**src/rtl/ataCtlPkg.sv**
```systemverilog
package ataCtlPkg;
  localparam int DATA_W = 8;
  localparam int ADDR_W = 3;
  localparam int HEAD_W = 4;

  localparam logic [ADDR_W-1:0] ADDR_ALT_CTL = 3'd6;
  localparam logic [ADDR_W-1:0] ADDR_DIAG    = 3'd7;

  // control register field positions (host software depends on them)
  localparam int HOB_BIT  = 7;
  localparam int SRST_BIT = 2;
  localparam int NIEN_BIT = 1;

  // status busy bit position
  localparam int BUSY_BIT = 7;

  // strobes from the decoder to the datapath
  typedef struct packed {
    logic ctlWr;
    logic cmdWr;
    logic altRd;
    logic diagRd;
  } regStrobes_t;
endpackage

```
**src/rtl/ctlDecode.sv**
```systemverilog
module ctlDecode
  import ataCtlPkg::*;
(
  input  logic              hostRd,
  input  logic              hostWr,
  input  logic              csCtl,
  input  logic              csCmd,
  input  logic [ADDR_W-1:0] addr,
  output regStrobes_t       strb
);
  logic hitAltCtl;
  logic hitDiag;

  assign hitAltCtl = csCtl && (addr == ADDR_ALT_CTL);
  assign hitDiag   = csCtl && (addr == ADDR_DIAG);

  always_comb begin
    strb        = '0;
    strb.ctlWr  = hostWr && hitAltCtl;
    strb.cmdWr  = hostWr && csCmd;
    strb.altRd  = hostRd && hitAltCtl;
    strb.diagRd = hostRd && hitDiag;
  end
endmodule

```
**src/rtl/srstTimer.sv**
```systemverilog
module srstTimer #(
  parameter int BUSY_DELAY = 8
) (
  input  logic clk,
  input  logic rstN,
  input  logic srstHeld,
  output logic srstBusy
);
  localparam int CNT_W = $clog2(BUSY_DELAY + 1);
  localparam logic [CNT_W-1:0] CNT_LOAD = CNT_W'(BUSY_DELAY);

  logic [CNT_W-1:0] holdCnt;

  always_ff @(posedge clk) begin
    if (!rstN) begin
      holdCnt <= '0;
    end else if (srstHeld) begin
      holdCnt <= CNT_LOAD;
    end else if (holdCnt != '0) begin
      holdCnt <= holdCnt - 1'b1;
    end
  end

  assign srstBusy = srstHeld || (holdCnt != '0);


  busy_after_release_chk: assert property (@(posedge clk) disable iff (!rstN)
    $fell(srstHeld) |-> srstBusy);


  busy_countdown_chk: assert property (@(posedge clk) disable iff (!rstN)
    (!srstHeld && holdCnt > 1) |=> srstBusy);
endmodule

```
**src/rtl/ctlDatapath.sv**
```systemverilog
module ctlDatapath
  import ataCtlPkg::*;
(
  input  logic              clk,
  input  logic              rstN,
  input  regStrobes_t       strb,
  input  logic [DATA_W-1:0] wrData,
  input  logic [DATA_W-1:0] coreStatus,
  input  logic              writeGate,
  input  logic [HEAD_W-1:0] headNum,
  input  logic              devSel,
  input  logic              isDevice1,
  input  logic              intSet,
  input  logic              statusRead,
  input  logic              srstBusy,
  output logic              srstHeld,
  output logic              hob,
  output logic [DATA_W-1:0] rdData,
  output logic [DATA_W-1:0] rdDrive,
  output logic              intrqLevel,
  output logic              intrqDrive
);
  logic hobQ;
  logic srstQ;
  logic nIenQ;
  logic intPending;
  logic [DATA_W-1:0] altStatus;
  logic [DATA_W-1:0] diagByte;
  logic [HEAD_W-1:0] headInv;

  // control register; a command block write clears the high-order-byte flag
  always_ff @(posedge clk) begin
    if (!rstN) begin
      hobQ  <= 1'b0;
      srstQ <= 1'b0;
      nIenQ <= 1'b0;
    end else if (strb.ctlWr) begin
      hobQ  <= wrData[HOB_BIT];
      srstQ <= wrData[SRST_BIT];
      nIenQ <= wrData[NIEN_BIT];
    end else if (strb.cmdWr) begin
      hobQ  <= 1'b0;
    end
  end

  // pending interrupt: soft reset discards it, a new request beats a status read
  always_ff @(posedge clk) begin
    if (!rstN) begin
      intPending <= 1'b0;
    end else if (srstBusy) begin
      intPending <= 1'b0;
    end else if (intSet) begin
      intPending <= 1'b1;
    end else if (statusRead) begin
      intPending <= 1'b0;
    end
  end

  always_comb begin
    altStatus           = coreStatus;
    altStatus[BUSY_BIT] = coreStatus[BUSY_BIT] | srstBusy;
  end

  for (genvar i = 0; i < HEAD_W; i++) begin : gHeadInv
    assign headInv[i] = ~headNum[i];
  end

  assign diagByte = {1'b0, ~writeGate, headInv, ~devSel, devSel};

  always_comb begin
    rdData  = '0;
    rdDrive = '0;
    if (strb.altRd) begin
      rdData  = altStatus;
      rdDrive = '1;
    end else if (strb.diagRd) begin
      rdData  = diagByte;
      rdDrive = {1'b0, {(DATA_W-1){1'b1}}};
    end
  end

  assign srstHeld   = srstQ;
  assign hob        = hobQ;
  assign intrqLevel = intPending;
  assign intrqDrive = !nIenQ && (devSel == isDevice1);


  alt_read_keeps_irq_chk: assert property (@(posedge clk) disable iff (!rstN)
    (strb.altRd && intPending && !statusRead && !srstBusy) |=> intPending);


  status_read_clears_chk: assert property (@(posedge clk) disable iff (!rstN)
    (statusRead && !intSet) |=> !intPending);


  int_set_raises_chk: assert property (@(posedge clk) disable iff (!rstN)
    (intSet && !srstBusy) |=> intPending);


  cmd_write_clears_hob_chk: assert property (@(posedge clk) disable iff (!rstN)
    (strb.cmdWr && !strb.ctlWr) |=> !hob);


  srst_forces_busy_chk: assert property (@(posedge clk) disable iff (!rstN)
    srstQ |-> srstBusy);


  srst_drops_irq_chk: assert property (@(posedge clk) disable iff (!rstN)
    srstBusy |=> !intPending);


  diag_top_bit_float_chk: assert property (@(posedge clk) disable iff (!rstN)
    strb.diagRd |-> !rdDrive[DATA_W-1]);


  ctl_hold_chk: assert property (@(posedge clk) disable iff (!rstN)
    (!strb.ctlWr && !strb.cmdWr) |=> ($stable(srstQ) && $stable(nIenQ) && $stable(hobQ)));
endmodule

```
**src/rtl/ataCtlRegs.sv**
```systemverilog
module ataCtlRegs
  import ataCtlPkg::*;
#(
  parameter int BUSY_DELAY = 8
) (
  input  logic              clk,
  input  logic              rstN,
  input  logic              csCtl,
  input  logic              csCmd,
  input  logic [ADDR_W-1:0] addr,
  input  logic              hostRd,
  input  logic              hostWr,
  input  logic [DATA_W-1:0] wrData,
  output logic [DATA_W-1:0] rdData,
  output logic [DATA_W-1:0] rdDrive,
  input  logic [DATA_W-1:0] coreStatus,
  input  logic              writeGate,
  input  logic [HEAD_W-1:0] headNum,
  input  logic              devSel,
  input  logic              isDevice1,
  input  logic              intSet,
  input  logic              statusRead,
  output logic              intrqLevel,
  output logic              intrqDrive,
  output logic              hob
);
  regStrobes_t strb;
  logic srstHeld;
  logic srstBusy;

  ctlDecode uDecode (
    .hostRd (hostRd),
    .hostWr (hostWr),
    .csCtl  (csCtl),
    .csCmd  (csCmd),
    .addr   (addr),
    .strb   (strb)
  );

  srstTimer #(.BUSY_DELAY(BUSY_DELAY)) uTimer (
    .clk      (clk),
    .rstN     (rstN),
    .srstHeld (srstHeld),
    .srstBusy (srstBusy)
  );

  ctlDatapath uData (
    .clk        (clk),
    .rstN       (rstN),
    .strb       (strb),
    .wrData     (wrData),
    .coreStatus (coreStatus),
    .writeGate  (writeGate),
    .headNum    (headNum),
    .devSel     (devSel),
    .isDevice1  (isDevice1),
    .intSet     (intSet),
    .statusRead (statusRead),
    .srstBusy   (srstBusy),
    .srstHeld   (srstHeld),
    .hob        (hob),
    .rdData     (rdData),
    .rdDrive    (rdDrive),
    .intrqLevel (intrqLevel),
    .intrqDrive (intrqDrive)
  );


  single_access_chk: assert property (@(posedge clk) disable iff (!rstN)
    !(hostRd && hostWr));
endmodule

```
**config.mk**
```make
export PLATFORM = sky130hd
export DESIGN_NAME = ataCtlRegs
export DESIGN_NICKNAME = d
export VERILOG_FILES = /design/src/rtl/ataCtlPkg.sv /design/src/rtl/ctlDecode.sv /design/src/rtl/srstTimer.sv /design/src/rtl/ctlDatapath.sv /design/src/rtl/ataCtlRegs.sv
export SDC_FILE = /design/constraint.sdc
export NUM_CORES = 1
export LEC_CHECK = 0
export ABC_AREA = 1
export CAP_MARGIN = 25
export CELL_PAD_IN_SITES_DETAIL_PLACEMENT = 1
export CELL_PAD_IN_SITES_GLOBAL_PLACEMENT = 1
export CORE_MARGIN = 8
export CORE_UTILIZATION = 19
export DETAILED_ROUTE_END_ITERATION = 10
export PLACE_DENSITY_LB_ADDON = 0.1
export SYNTH_ARGS = -nofsm -noshare
export SYNTH_HDL_FRONTEND = slang
export SYNTH_SLANG_ARGS = --single-unit
```
**constraint.sdc**
```tcl
create_clock -name clk -period 1.98 [get_ports clk]
set_input_delay 0.396 -clock clk [delete_from_list [all_inputs] [get_ports clk]]
set_output_delay 0.396 -clock clk [all_outputs]
set_load 0.01 [all_outputs]
```
Word level (Yosys, flattened, before mapping)
Cells that the tools add are included.
{"block": "classes", "n_addsub": 1, "eq_ne": 3, "n_mux": 10, "bitwise_logic": 8, "reduce_logical": 15}
{"op": "$mux W8", "n": 2}
{"op": "$mux W7", "n": 2}
{"op": "$mux W4", "n": 2}
{"op": "$logic_and A1 B1 Y1", "n": 7}
{"op": "$not A1 Y1", "n": 7}
{"op": "$eq A3 B3 Y1 const B", "n": 2}
{"op": "$reduce_bool A2 Y1", "n": 3}
{"op": "$mux W1", "n": 4}
{"op": "$reduce_bool A4 Y1", "n": 1}
{"op": "$reduce_or A2 Y1", "n": 2}
{"op": "$sub A4 B1 Y4 const B", "n": 1}
{"op": "$eq A1 B1 Y1", "n": 1}
{"op": "$logic_not A1 Y1", "n": 1}
{"op": "$logic_or A1 B1 Y1", "n": 1}
{"op": "$or A1 B1 Y1", "n": 1}
{"block": "totals", "ff_bits": 8, "input_bits": 34, "out_inout_bits": 19}

Depth between registers and ports, before layout
{"block": "logic_depth", "depth_word": 5, "ltp_mapped": 7, "depth_no_buf": 7}

Cells and area by module
A second synthesis with hierarchy kept.
{"block": "unflattened", "hier_cells": 95, "hier_area_um2": 631.9}
{"mod": "ctlDatapath", "instances": 1, "cells_per_inst": 55, "area_each_um2": 369.1, "seq_area_each_um2": 80.1}
{"mod": "srstTimer", "instances": 1, "cells_per_inst": 30, "area_each_um2": 222.7, "seq_area_each_um2": 80.1}
{"mod": "ctlDecode", "instances": 1, "cells_per_inst": 10, "area_each_um2": 40.0, "seq_area_each_um2": 0.0}

Least setup slack after synthesis
Ideal clock, no wire load.
{"block": "synth_path", "path_kind": "input to output", "start": "input csCtl", "end": "output rdDrive[1]", "arrival_time_ns": 1.112, "path_slack_ns": 0.472, "path_stages": 3, "n_path_buf": 1, "path_cell_list": "nand3_2 nor2_1 buf_4"}
{"block": "synth_via", "elab_chain_len": 4, "elab_cells_between_ends": 6, "cone_classes": "mux: 2; reduce/logical: 4"}
{"element": "start, declared", "line_no": "ataCtlRegs.sv:8", "source": "input logic csCtl,"}
{"element": "$logic_and A1 B1 Y1", "line_no": "ctlDecode.sv:15", "source": "assign hitDiag = csCtl && (addr == ADDR_DIAG);"}
{"element": "$logic_and A1 B1 Y1", "line_no": "ctlDecode.sv:22", "source": "strb.diagRd = hostRd && hitDiag;"}
{"element": "$mux W7", "line_no": "ctlDatapath.sv:76", "source": "end else if (strb.diagRd) begin"}
{"element": "$mux W8 *", "line_no": "ctlDatapath.sv:73", "source": "if (strb.altRd) begin"}
{"element": "end, declared", "line_no": "ataCtlRegs.sv:15", "source": "output logic [DATA_W-1:0] rdDrive,"}
Every way passes the cells marked *; elsewhere a longest branch is shown, timed or not.

Final worst setup path
{"block": "layout_path", "start": "input csCtl", "end": "output rdDrive[2]"}
The elaborated chain is that of the path after synthesis.

==> key figures <==
Floorplan
  – Row count: 20
  – Initial cell density of the core: 0.1941
  – Number of I/O pins: 53
  – Die width: about 71 um
  – Die area: 5063 um2
  – Die H: 71.16 um
  – Core outline area: 2978 um2

Drt
  – Vias: 738
  – Vias per std cell: 4.123
  – Final ANT Viol Nets: 0
  – Routed len/inst: 11.93 um
  – Initial DRC Count: 15
  – Remaining DRCs: 0
  – Drt total wl: ~2100 um
  – TritonRoute pass-1 iters: 3

Synthesis
  – Syn Nets: 129
  – Mapped Cells: 93
  – Syn. warnings: 0
  – Synthesized area per cell: 6.216 um2
  – FF+latch count, synth: 8
  – Synth Cell Area: 578.1 um2
  – Seq/Total Area, Yosys: 0.2771
  – Count of cell types in the netlist: 17

Timing
  – Final setup viols: 0
  – Crit path time final: 1915 ps
  – Hold WS: 492.0 ps
  – Slew Limit Fails: 0
  – Hold Fails Final Rpt: 0
  – Max-slew headroom: 0.7931
  – Post-route setup slack: 65.41 ps
  – RSZ-0062 raised after global routing: false
  – Final Cycle Share: 0.9670
  – Clock skew: 4.405 ps
  – Fmax: roughly 0.52 GHz
  – Pin slew with the least headroom to its limit: 309.3 ps

Hold path
  – Worst Hold Launch: uTimer.holdCnt[0]$_SDFFE_PP0P_
  – Hold crit path type: flop to flop
  – Hold depth: 1

Worst setup path
  – Worst Setup End Kind: output port
  – Register-to-Register Path Depth: 5
  – Crit path launch: csCtl
  – Reg2reg start: uTimer.holdCnt[0]$_SDFFE_PP0P_
  – CP arrival: 1520 ps
  – Critical Path Fanout Max: 7
  – Setup crit start kind: input pin
  – Critical path class: input pin to output port
  – Worst path required time: between 1500 and 2000 ps

Placement
  – Number of port buffers: 47
  – Setup WS pre-CTS: -423.5 ps
  – RePlAce Congestion: 0.7416
  – Cell Area, Placed: between 1000 and 1500 um2
  – DP HPWL: 1782 um

Power
  – Pleak: 0.0005678 uW
  – Pwr dens: 592.7 nW/um2
  – Peak supply drop: 0.0001850 V

Cells and area
  – Nets: 184
  – Layout cells sized above 1: 0.1644
  – Antenna Diode Count: 0
  – Fillers: 389
  – Area growth syn-to-layout: 95.02%
  – Design area: 1127 um2

CTS
  – CTS buffer count: 3
  – Clock latency on the worst-skew pair: between 200 and 300 ps
  – Clk sinks: 8
  – H-tree depth: 1
  – Worst-path clk slew: approximately 60 ps
  – Root Driver: clkbuf_4
  – Worst-case clock buffer depth: 2
  – CTS tree: done

Global route
  – Vias in the first global route: 829
  – Pin count of the biggest net entering global routing: 8
  – Initial antenna violation count: 0
  – Congestion Overflow GR: 0
  – Total track usage: 0.08541
  – First-pass GRT wire length: approximately 3500 um

Run
  – MaxCap Viol Count: 0

Status
  – Outcome: finished clean
==> cells in the final DEF, fill, tap and decap left out, drive strengths merged <==
| cell type | count |
|---|---|
| nand2 | 32 |
| clkdlybuf4s50 | 31 |
| inv | 14 |
| buf | 12 |
| nor2 | 11 |
| dlygate4sd2 | 8 |
| dfxtp | 8 |
| clkbuf | 7 |
| nand3 | 5 |
| nor3 | 5 |
| o21ai | 4 |
| a21oi | 2 |
| ha | 2 |
| clkdlybuf4s15 | 2 |
| xor2 | 1 |
| o21a | 1 |
| xnor2 | 1 |
==> power breakdown <==
| part | internal [uW] | switching (uW) | leakage, uW | total (uW) |
|---|---|---|---|---|
| sequential | 202 | 30.6 | 0.0000656 | 233 |
| clock | 69.8 | 60.9 | 0.0000138 | 131 |
| combinational | 154 | 150 | 0.000488 | 304 |
==> what timing repair did <==
action	CTS	global route
hold endpoints to repair	0	0
resized for setup	27	7
setup buffers	1	3
endpoints found under the setup margin	17	9
pin swaps	2	1
gates cloned	1	0
hold buffers	0	0
==> flip-flops by register name (all words and copies together), names as in the netlist <==
register	count
uData.hob	1
uData.intrqLevel	1
uData.nIenQ	1
uData.srstHeld	1
uTimer.holdCnt	4
==> worst max-delay path, cell delays in order <==
cell,delay [ps]
dlygate4sd2_1,210
nand3_2,120
nor2_1,110
buf_4,140
clkdlybuf4s50_1,540
==> metal layers <==
layer | vias up | share of wire | GRT usage
li1 | 384 | - | -
met1 | 324 | 0.41 | 0.08374
met2 | 28 | 0.48 | 0.1500
met3 | 2 | 0.089 | 0.03249
met4 | 0 | 0.015 | 0.04850
met5 | - | 0 | 0
==> Yosys cell counts <==
cell type / count / area, um2
o21ai_0: 4 / 20.02
nand2_1: 32 / 120.1
nor3_4: 1 / 16.27
nor2_1: 11 / 41.29
dfxtp_1: 8 / 160.2
buf_4: 7 / 52.55
nor3_1: 3 / 15.01
nand3_1: 4 / 20.02
ha_1: 2 / 25.02
inv_2: 1 / 3.750
xnor2_1: 1 / 8.760
inv_1: 13 / 48.80
o21a_1: 1 / 7.510
nor3_2: 1 / 10.01
xor2_1: 1 / 8.760
nand3_2: 1 / 10.01
a21oi_1: 2 / 10.01
==> kinds of logic after synthesis <==
logic type	Yosys count	share of synthesized area
AOI/OAI and AO/OA	7	0.06494
xor gates and xnor gates	2	0.03031
adders and majority gates	2	0.04328
buffers and inverters	21	0.1818
DFF	8	0.2771
and+or+nand+nor	53	0.4026
==> cell type report <==
type	count	area (um2)	share of cell area
clock buffers	3	22.52	0.01998
well taps	33	41.29	0.03663
inverters	14	52.55	0.04661
flip-flops and latches	8	160.2	0.1421
multi-input cells	64	312.8	0.2775
repair buffers	57	538.0	0.4772
==> stage by stage <==
step           TNS, ps  power, uW  utilization  std cells
6_report             0      668.1       0.3786        179
5_1_grt              0      727.5       0.3786        179
4_1_cts              0      675.0       0.3765        176
3_5_place_dp     -5357      546.1       0.3651        171
3_3_place_gp     -5118      533.9       0.3651        171
2_1_floorplan        0      410.5            -         93
==> final timing paths <==
check	to	slack, ps
setup / recovery	rdDrive[2]	70
hold / removal	uTimer.holdCnt[0]$_SDFFE_PP0P_	490
setup reg to reg	uTimer.holdCnt[1]$_SDFFE_PP0P_	810
hold reg to reg	uTimer.holdCnt[0]$_SDFFE_PP0P_	490
(Power assumes the default switching activity.)
